[src/rtl/gpi_irq_pkg.sv]
package gpi_irq_pkg;

    // Trigger code as {kind, invert}.
    typedef enum logic [1:0] {
        TRIG_RISE = 2'b00,
        TRIG_FALL = 2'b01,
        TRIG_LOW  = 2'b10,
        TRIG_HIGH = 2'b11
    } trig_mode_e;

    // Which bitmap a register address selects.
    typedef struct packed {
        logic stat;
        logic en;
    } word_hit_t;

    function automatic logic trig_hit(trig_mode_e mode, logic cur, logic prev);
        logic r;
        case (mode)
            TRIG_RISE: r = cur & ~prev;
            TRIG_FALL: r = ~cur & prev;
            TRIG_LOW:  r = ~cur;
            default:   r = cur;
        endcase
        return r;
    endfunction

    function automatic int unsigned word_addr(int unsigned base, int unsigned idx,
                                              int unsigned bytes_per_word);
        return base + idx * bytes_per_word;
    endfunction

endpackage

[src/rtl/gpi_edge_detect.sv]
module gpi_edge_detect
    import gpi_irq_pkg::*;
#(
    parameter int NUM_PINS = 95
) (
    input  logic                clk,
    input  logic [NUM_PINS-1:0] pin_level,
    input  logic [NUM_PINS-1:0] trig_kind,
    input  logic [NUM_PINS-1:0] trig_inv,
    output logic [NUM_PINS-1:0] hit
);

    // Level history is tracked in and out of reset so that leaving
    // reset never produces a spurious edge.
    logic [NUM_PINS-1:0] prev_q;

    always_ff @(posedge clk) begin
        prev_q <= pin_level;
    end

    for (genvar p = 0; p < NUM_PINS; p++) begin : g_pin
        trig_mode_e mode;
        assign mode   = trig_mode_e'({trig_kind[p], trig_inv[p]});
        assign hit[p] = trig_hit(mode, pin_level[p], prev_q[p]);
    end

endmodule

[src/rtl/gpi_status_bank.sv]
module gpi_status_bank
    import gpi_irq_pkg::*;
#(
    parameter int NUM_PINS  = 95,
    parameter int WORD_W    = 32,
    parameter int ADDR_W    = 8,
    parameter int STAT_BASE = 'h80,
    parameter int EN_BASE   = 'h90
) (
    input  logic                clk,
    input  logic                rst,
    input  logic [NUM_PINS-1:0] hit,
    input  logic                reg_wr,
    input  logic [ADDR_W-1:0]   reg_addr,
    input  logic [WORD_W-1:0]   reg_wdata,
    output logic [WORD_W-1:0]   reg_rdata,
    output logic [NUM_PINS-1:0] status,
    output logic [NUM_PINS-1:0] enable
);

    localparam int NUM_WORDS      = (NUM_PINS + WORD_W - 1) / WORD_W;
    localparam int PAD_W          = NUM_WORDS * WORD_W;
    localparam int BYTES_PER_WORD = WORD_W / 8;

    word_hit_t [NUM_WORDS-1:0] sel;
    logic [NUM_PINS-1:0]       clr;
    logic [NUM_PINS-1:0]       stat_q;
    logic [NUM_PINS-1:0]       en_q;
    logic [PAD_W-1:0]          stat_pad;
    logic [PAD_W-1:0]          en_pad;

    for (genvar w = 0; w < NUM_WORDS; w++) begin : g_word
        assign sel[w].stat = (reg_addr == ADDR_W'(word_addr(STAT_BASE, w, BYTES_PER_WORD)));
        assign sel[w].en   = (reg_addr == ADDR_W'(word_addr(EN_BASE, w, BYTES_PER_WORD)));
    end

    for (genvar p = 0; p < NUM_PINS; p++) begin : g_bit
        localparam int W = p / WORD_W;
        localparam int B = p % WORD_W;

        assign clr[p] = reg_wr & sel[W].stat & reg_wdata[B];

        always_ff @(posedge clk) begin
            if (rst) begin
                en_q[p] <= 1'b0;
            end else if (reg_wr && sel[W].en) begin
                en_q[p] <= reg_wdata[B];
            end
        end
    end

    // A new event outranks a clear landing at the same edge.
    always_ff @(posedge clk) begin
        if (rst) begin
            stat_q <= '0;
        end else begin
            stat_q <= (stat_q & ~clr) | hit;
        end
    end

    assign stat_pad = PAD_W'(stat_q);
    assign en_pad   = PAD_W'(en_q);

    always_comb begin
        reg_rdata = '0;
        for (int w = 0; w < NUM_WORDS; w++) begin
            if (sel[w].stat) reg_rdata = stat_pad[w*WORD_W +: WORD_W];
            if (sel[w].en)   reg_rdata = en_pad[w*WORD_W +: WORD_W];
        end
    end

    assign status = stat_q;
    assign enable = en_q;

endmodule

[src/rtl/gpi_irq_summary.sv]
module gpi_irq_summary #(
    parameter int NUM_PINS = 95
) (
    input  logic                clk,
    input  logic                rst,
    input  logic [NUM_PINS-1:0] status,
    input  logic [NUM_PINS-1:0] enable,
    output logic                irq_out
);

    logic irq_q;

    always_ff @(posedge clk) begin
        if (rst) begin
            irq_q <= 1'b0;
        end else begin
            irq_q <= |(status & enable);
        end
    end

    assign irq_out = irq_q;

endmodule

[src/rtl/gpi_irq_unit.sv]
module gpi_irq_unit #(
    parameter int NUM_PINS  = 95,
    parameter int WORD_W    = 32,
    parameter int ADDR_W    = 8,
    parameter int STAT_BASE = 'h80,
    parameter int EN_BASE   = 'h90
) (
    input  logic                clk,
    input  logic                rst,
    input  logic [NUM_PINS-1:0] pin_level,
    input  logic [NUM_PINS-1:0] trig_kind,
    input  logic [NUM_PINS-1:0] trig_inv,
    input  logic                reg_wr,
    input  logic [ADDR_W-1:0]   reg_addr,
    input  logic [WORD_W-1:0]   reg_wdata,
    output logic [WORD_W-1:0]   reg_rdata,
    output logic                irq_out
);

    logic [NUM_PINS-1:0] hit;
    logic [NUM_PINS-1:0] status;
    logic [NUM_PINS-1:0] enable;

    gpi_edge_detect #(
        .NUM_PINS (NUM_PINS)
    ) u_detect (
        .clk       (clk),
        .pin_level (pin_level),
        .trig_kind (trig_kind),
        .trig_inv  (trig_inv),
        .hit       (hit)
    );

    gpi_status_bank #(
        .NUM_PINS  (NUM_PINS),
        .WORD_W    (WORD_W),
        .ADDR_W    (ADDR_W),
        .STAT_BASE (STAT_BASE),
        .EN_BASE   (EN_BASE)
    ) u_bank (
        .clk       (clk),
        .rst       (rst),
        .hit       (hit),
        .reg_wr    (reg_wr),
        .reg_addr  (reg_addr),
        .reg_wdata (reg_wdata),
        .reg_rdata (reg_rdata),
        .status    (status),
        .enable    (enable)
    );

    gpi_irq_summary #(
        .NUM_PINS (NUM_PINS)
    ) u_summary (
        .clk     (clk),
        .rst     (rst),
        .status  (status),
        .enable  (enable),
        .irq_out (irq_out)
    );

endmodule

[config.mk]
export PLATFORM = sky130hd
export DESIGN_NAME = gpi_irq_unit
export DESIGN_NICKNAME = d
export VERILOG_FILES = /design/src/rtl/gpi_irq_pkg.sv /design/src/rtl/gpi_edge_detect.sv /design/src/rtl/gpi_status_bank.sv /design/src/rtl/gpi_irq_summary.sv /design/src/rtl/gpi_irq_unit.sv
export SDC_FILE = /design/constraint.sdc
export NUM_CORES = 1
export LEC_CHECK = 0
export ABC_AREA = 1
export BUFFER_PORTS_ARGS = -buffer_cell sky130_fd_sc_hd__buf_4
export CAP_MARGIN = 15
export CELL_PAD_IN_SITES_DETAIL_PLACEMENT = 0
export CELL_PAD_IN_SITES_GLOBAL_PLACEMENT = 1
export CORE_AREA = 2 2 231 233
export CTS_CLUSTER_SIZE = 40
export DETAILED_ROUTE_END_ITERATION = 12
export DIE_AREA = 0 0 233 235
export PLACE_DENSITY_LB_ADDON = 0.1
export SLEW_MARGIN = 20
export SYNTH_ARGS = -nofsm -noshare
export SYNTH_HDL_FRONTEND = slang
export SYNTH_SLANG_ARGS = --single-unit
[constraint.sdc]
create_clock -name clk -period 3.1 [get_ports clk]
set_input_delay 0.465 -clock clk [delete_from_list [all_inputs] [get_ports clk]]
set_output_delay 0.465 -clock clk [all_outputs]
set_load 0.02 [all_outputs]
Yosys cells after proc, flatten, opt, wreduce, memory -nomap -nowiden:

Index checks and enable logic that the tools add are counted.

* flip-flop bits (word level): 286
* bits in latches: 0
* memory bits (writable): 0
* ROM bits: 0
* input port bits: 328
* output and inout port bits: 33
* word-level logic and storage cells: 976
* memories kept: 0

* add/subtract/negate cells: 0
* $mul: 0
* div/mod/pow operators: 0
* $lt $le $gt $ge: 0
* equality and inequality tests: 196
* shift-type cells: 0
* multiplexer cells: 101
* bitwise operators: 482
* reductions and logical operators: 99

Operator list (number)
* 1-bit bitwise AND: 288
* 1-bit one-hot mux with 3 select lines: 95
* 32-bit two-way mux: 6
* 95-bit bitwise AND: 2
* 2-bit by 1-bit == test with 1-bit output, second input constant: 95
* 2-bit == test, second input constant: 95
* 2-bit logical NOT: 95
* 1-bit NOT: 190
* 95-bit NOT: 1
* 95-bit OR: 1
* 95-bit OR reduction: 1
* 8-bit == test, second input constant: 6
* 1-bit logical AND: 3

Longest topological paths before layout:

Gate-level depths: netlist of the first run.

* word-level depth: 7
* gate-level depth with buffers: 10
* depth with buffers taken out: 10

Cells and area by module:

From an unflattened synthesis of the first run, not the netlist that was laid out.

* cell total of the unflattened synthesis: 3035
* area total of the unflattened synthesis: 17187.7 µm²

Modules (own cells, without submodules)
* gpi_status_bank: times used 1, cells an instance 1245, area an instance 8648.3 µm²
* gpi_edge_detect: times used 1, cells an instance 1615, area an instance 7845.0 µm²
* gpi_irq_summary: times used 1, cells an instance 175, area an instance 694.4 µm²

Worst setup path after synthesis of the first run:

Ideal clock, no wire load.

* path kind: input -> output
* start: in reg_addr[6]
* end: out reg_rdata[31]
* arrival time: 1.584 ns
* path slack: 1.051 ns
* stages on the path: 8
* path through: inv_2 nand2_2 nor2_4 and2_4 buf_6 buf_4 nand2_1 a31oi_1

* longest elaborated chain between the ends: 7

RTL lines
* from (decl): line gpi_irq_unit.sv:14 `input logic [ADDR_W-1:0] reg_addr,`
* 8-bit == test: line gpi_status_bank.sv:33 `assign sel[w].stat = (reg_addr == ADDR_W'(word_addr(STAT_BASE, w, BYTES_PER_WORD)));`
* 32-bit two-way mux: line gpi_status_bank.sv:67 `if (sel[w].stat) reg_rdata = stat_pad[w*WORD_W +: WORD_W];`
* 32-bit two-way mux: line gpi_status_bank.sv:68 `if (sel[w].en) reg_rdata = en_pad[w*WORD_W +: WORD_W];`
* 32-bit two-way mux: line gpi_status_bank.sv:67
* 32-bit two-way mux: line gpi_status_bank.sv:68
* 32-bit two-way mux: line gpi_status_bank.sv:67
* 32-bit two-way mux *: line gpi_status_bank.sv:68
* to (decl): line gpi_irq_unit.sv:16 `output logic [WORD_W-1:0] reg_rdata,`

Mark *: on every way between the ends. The rest lies on a longest branch, timed or not.

Worst setup path in the final report of the first run:

* start: in reg_addr[0]
* end: out reg_rdata[24]

Same word-level chain as after synthesis.

==> results of run 1 <==
==> logic make-up (layout without fill, tap and decap cells) <==
group	after synthesis	after routing
buf+inv	346	749
compound gates	449	449
simple gates	825	825
flops	286	286
xor+xnor	95	95
==> registers in the layout, summed over array words and instances (netlist names) <==
| register | count |
|---|---|
| u_bank.enable | 95 |
| u_summary.irq_out | 1 |
| u_detect.prev_q | 95 |
| u_bank.status | 95 |
==> placed cells by master (no fill, tap or decap), types with 35 or more instances in the layout <==
| master | instances |
|---|---|
| nand4_1 | 38 |
| inv_1 | 258 |
| nand3_1 | 97 |
| o21ai_0 | 101 |
| buf_4 | 374 |
| xor2_1 | 95 |
| nand2_1 | 581 |
| nor2_1 | 90 |
| dfxtp_1 | 286 |
| a21oi_1 | 191 |
| o22ai_1 | 95 |
| dlygate4sd3_1 | 35 |
| clkbuf_16 | 39 |
==> critical path, delay by kind of cell <==
family	cells	cell delay (ns)
buf+inv	5	1.03
simple gates	5	0.58
==> area by class of cell <==
cell class,count,area share
multi-input cells,1369,0.355
flip-flops and latches,286,0.302
repair buffers,417,0.174
clock buffers,56,0.0596
inverters,266,0.0528
well taps,688,0.0454
clock inverters,10,0.0108
==> path summary, 6_finish.rpt <==
kind                             endpoint  slack, ns  depth (start not counted)
max                         reg_rdata[24]       0.54                         10
min           u_detect.prev_q[90]$_DFF_P_       0.03                          1
max reg2reg  u_summary.irq_out$_SDFF_PP0_       1.74                          8
min reg2reg   u_bank.status[2]$_SDFF_PP0_       0.47                          2
==> repair_timing <==
action,4_1_cts,5_1_grt
hold buffers,35,0
hold endpoints to repair,35,0
setup endpoints to repair,0,0
==> metrics by stage <==
step | instance area [um^2] | setup WS [ns]
2_1_floorplan | 14000 | 1.05
3_3_place_gp | 17300 | 0.567
3_5_place_dp | 17300 | 0.538
4_1_cts | 19000 | 0.535
5_1_grt | 19000 | 0.419
6_report | 19000 | 0.538
==> metal layers <==
layer	vias to the layer above	track usage	wire length, um
li1	7215	-	-
met1	6463	0.238	23000
met2	328	0.319	24700
met3	66	0.0387	3120
met4	0	0.0652	1520
met5	-	0	0
==> report_power, final <==
group          total [uW]  switching, uW  internal, uW  leakage, uW
clock network        4760           1750          3010     0.000656
registers            4080            188          3900      0.00237
logic                1130            560           571      0.00586
==> out/summary.txt, run 1 <==
vias in the first global route = 13,900
Register Area = 5730 um^2
Worst Path Arrival = 2.10 ns
synth top area cells = dfxtp_1 (41%), nand2_1 (16%), inv_1 (6.9%), a21oi_1 (6.8%), xor2_1 (5.9%)
Layout Cells excl Fill = 3,092
number of flops mapped to enable cells by yosys = 0
syn avg cell area = 6.99 um^2
Critical Path Start Type = input port
slowest CP cell = inv_1
initial drt markers = 667
grt total ovfl = 0
starting density of the core = 0.268
# resized after CTS = 0
placed cell count = 2,991
critical path startpoint = reg_addr[0]
crit-path cells = buf_4 > clkinv_1 > nand2_2 > nor3_2 > nand2_1 > inv_1 > buf_12 > nand2_1 > nand4_1 > buf_4
final core occ = 0.363
Synth Area in Compound Gates = 0.178
Num CTS Buffers = 37
largest area contributor in the netlist = dfxtp_1
initial antenna violation count = 0
die width = 233 um
fin crit share = 0.826
Post-Synthesis Cells = 2,001
Syn Nets = 2,329
Clock Sink Count = 286
largest net degree at the start of global routing = 76
layout cells sized above 1 = 0.207
Slew Viols, Final = 0
relative slew slack = 0.542
fmax = 390 MHz
CTS root buf = clkbuf_16
most frequent cells after synthesis = nand2_1 (581), dfxtp_1 (286), inv_1 (258)
post-synth top area share = 0.409
Remaining DRCs = 0
Core Footprint = 52,200 um^2
fill count = 5,582
Final Hold Viols = 0
HP Start = pin_level[90]
min cycle time layout = 2.56 ns
clock slew at reported path FFs = 0.06 ns
pwr dens = 526 nW/um^2
remaining antenna violation count after routing = 0
CTS tree = yes
sequential area share after synthesis = 0.409
average wire per standard cell = 16.9 um
synth-to-layout area growth = 35.6%
worst-path maximum fanout = 17
number of port buffers = 360
dpl hpwl = 38,400 um
min-delay worst type = input port to flop
# rows = 84
Worst Tran Pin Value = 0.687 ns
GR Util All Layers = 0.189
Top Ports = 361
Yosys cell types = 29
drt total wl = 52,300 um
largest family of logic cells by synthesized area = simple AND/OR/NAND/NOR gates
die area = 54,800 um^2
Hold Slack = 0.0345 ns
Synth Cell Area = 14,000 um^2
CTS Buffer Depth = 3
RSZ-0062 raised after global routing = false
Inserted Diodes = 0
TNS Setup = 0 ns
share of synthesized registers carrying an async set or reset = 0
Die Ht = 235 um
max incr delay on CP = 0.47 ns
status = finished clean
Nets = 2,705
Crit path required time = 2.63 ns
Vias = 14,100
maximum vdd drop = 0.300 mV
crit end category = primary output
proportion of synthesized area in mux cells = 0
ys flop type = dfxtp_1
Final Skew = 0.0191 ns
Final Setup Violations = 0
Leak Pwr = 0.00889 uW
Synthesis Warnings = 0
Post-Synth XOR/XNOR Area = 0.0595
H-tree depth = 2
Placer Congestion = 0.793
Post-CTS Setup Inserts = 0
first-pass GRT wire length = 79,300 um
area of the multi-input gates = 6740 um^2
RR Startpoint = u_bank.status[10]$_SDFF_PP0_
synthesized flop and latch total = 286
post-synthesis simple-gate area fraction = 0.244
Worst-Skew Late Latency = 0.56 ns
# Max-Cap Violations = 0
Worst Setup Path Type = input port to primary output
Adder-Cell Fraction of Synth Area = 0
count leader, synth = nand2_1
drt pass-1 iters = 7
Tot Pwr = 9970 uW
via/cell ratio = 4.55
Note: power is estimated with default switching activity, not from simulation.
==> run 2: changes to the inputs <==
Clock period 3.1 ns to 2.5 ns, I/O delays scaled along.
==> run 2 against run 1 <==
Effect of this change:
- register-to-register slack worse by 0.73 ns
- design area up 2.6%
- sequential power up 24%
- clock power grew 12%
- final cell count grew 2.1%
- wire length rose by 0.93%
- first-iteration DRC count is 0.75% higher
- power is 19% higher
==> out/summary.txt, run 2 (same netlist as run 1, synthesis figures left out) <==
status = finished clean
Switching Fraction = 0.265
fmax = 459 MHz
Placed Area = 17,300 um^2
relative slew slack = 0.629
worst-path maximum fanout = 22
Placement Setup Slack = 0.321 ns
Crit path required time = 2.12 ns
cell mode on critical path = buf_4
GR Util All Layers = 0.191
pwr dens = 610 nW/um^2
# resized after CTS = 0
Critical Path Start Type = input port
Worst Setup Path Type = input port to primary output
Worst Path Arrival = 1.81 ns
RSZ-0062 raised after global routing = false
max incr delay on CP = 0.29 ns
commonest non-fill, non-tap cells in the layout = nand2_1 (581), buf_4 (376), dfxtp_1 (286)
P_int = 8730 uW
Final Hold Viols = 0
CTS tree = yes
# rows = 84
reg2reg setup slack = 1.01 ns
Remaining DRCs = 0
TNS Setup = 0 ns
layout cells sized above 1 = 0.202
Leak Pwr = 0.00909 uW
Final Setup Violations = 0
Placer Congestion = 0.799
die area = 54,800 um^2
slowest CP cell = buf_4
largest net degree at the start of global routing = 72
number of port buffers = 360
Design Area, Final = 19,500 um^2
initial drt markers = 672
drt total wl = 52,800 um
fin crit share = 0.872
Setup WS post-layout = 0.319 ns
CTS root buf = clkbuf_16
Clk pwr share = 0.449
Top Ports = 361
Die Ht = 235 um
starting density of the core = 0.268
Core Footprint = 52,200 um^2
drt pass-1 iters = 5
grt total ovfl = 0
H-tree depth = 2
Seq pwr share = 0.426
crit end category = primary output
via/cell ratio = 4.48
fill count = 5,536
Vias = 14,100
Worst-Skew Late Latency = 0.57 ns
maximum vdd drop = 0.475 mV
remaining antenna violation count after routing = 0
Post-CTS Hold Fix Bufs = 95
min cycle time layout = 2.18 ns
average wire per standard cell = 16.7 um
combinational power share = 0.126
# Max-Cap Violations = 0
first-pass GRT wire length = 80,500 um
synth-to-layout area growth = 39.1%
Tot Pwr = 11,900 uW
Worst Tran Pin Value = 0.557 ns
min-delay worst type = input port to flop
clock slew at reported path FFs = 0.05 ns
Post-CTS Setup Inserts = 0
Slew Viols, Final = 0
Nets = 2,770
commonest non-fill, non-tap cell in the layout = nand2_1
Final Skew = 0.0177 ns
Clock Sink Count = 286
initial antenna violation count = 1
die width = 233 um
Register Area = 5730 um^2
CTS Buffer Depth = 3
Sw Pwr = 3140 uW
vias in the first global route = 13,900
dpl hpwl = 38,100 um
crit-path cells = buf_4 > inv_2 > nand2_1 > nor2_2 > nand2_2 > inv_4 > buf_4 > nand2_1 > nand4_1 > buf_4
area of the multi-input gates = 6740 um^2
Num CTS Buffers = 39
[run 2: cell count changes in the layout (fill, tap and decap cells not counted), moves of 2 or more]
| cell | before | now |
|---|---|---|
| clkbuf_1 | 8 | 11 |
| inv_6 | 1 | 3 |
| clkbuf_8 | 9 | 5 |
| bufinv_16 | 6 | 1 |
| clkinv_2 | 3 | 7 |
| dlygate4sd3_1 | 35 | 95 |
| buf_4 | 374 | 376 |
[run 2: layout make-up]
cell class                      instances  area share
Sequential cell                       286       0.294
Timing Repair Buffer                  480       0.203
Clock buffer                           55      0.0558
Multi-Input combinational cell       1369       0.346
Inverter                              266      0.0514
Tap cell                              688      0.0442
Antenna cell                            1    0.000129
Clock inverter                         12     0.00514
[run 2: power by group through the flow]
stage          Clock (uW)  Sequential [uW]  Combinational, uW
2_1_floorplan           0             5070                689
3_3_place_gp            0             5140               1370
3_5_place_dp            0             5150               1390
4_1_cts              5540             5050               1520
5_1_grt              5700             5090               1680
6_report             5330             5050               1490
[run 2: layer usage]
layer | share of wire | vias up | GRT usage
met5 | 0 | - | 0
met4 | 0.021 | 0 | 0.0527
met3 | 0.056 | 64 | 0.0350
met2 | 0.47 | 332 | 0.318
met1 | 0.46 | 6403 | 0.250
li1 | - | 7336 | -
[run 2: worst max-delay path: cells and delay by family]
family	cells	cell delay (ns)
and+or+nand+nor	5	0.52
buffers and inverters	5	0.87
[run 2: worst paths after layout]
check	from	endpoint	depth (start not counted)
max	reg_addr[3]	reg_rdata[15]	10
min	reg_wdata[31]	u_bank.enable[63]$_SDFFE_PP0P_	3
max reg2reg	u_bank.status[21]$_SDFF_PP0_	u_summary.irq_out$_SDFF_PP0_	8
min reg2reg	u_bank.enable[20]$_SDFFE_PP0P_	u_bank.enable[20]$_SDFFE_PP0P_	2
[run 2: through the flow]
stage / cells / util / hold WS, ns
after global routing: 3157 / 0.373 / 0.102
final: 3157 / 0.373 / 0.111
after global placement: 2994 / 0.332 / 0.461
after CTS: 3156 / 0.372 / 0.0807
after detailed placement: 2994 / 0.332 / 0.467
after floorplan: 2001 / - / 0.403
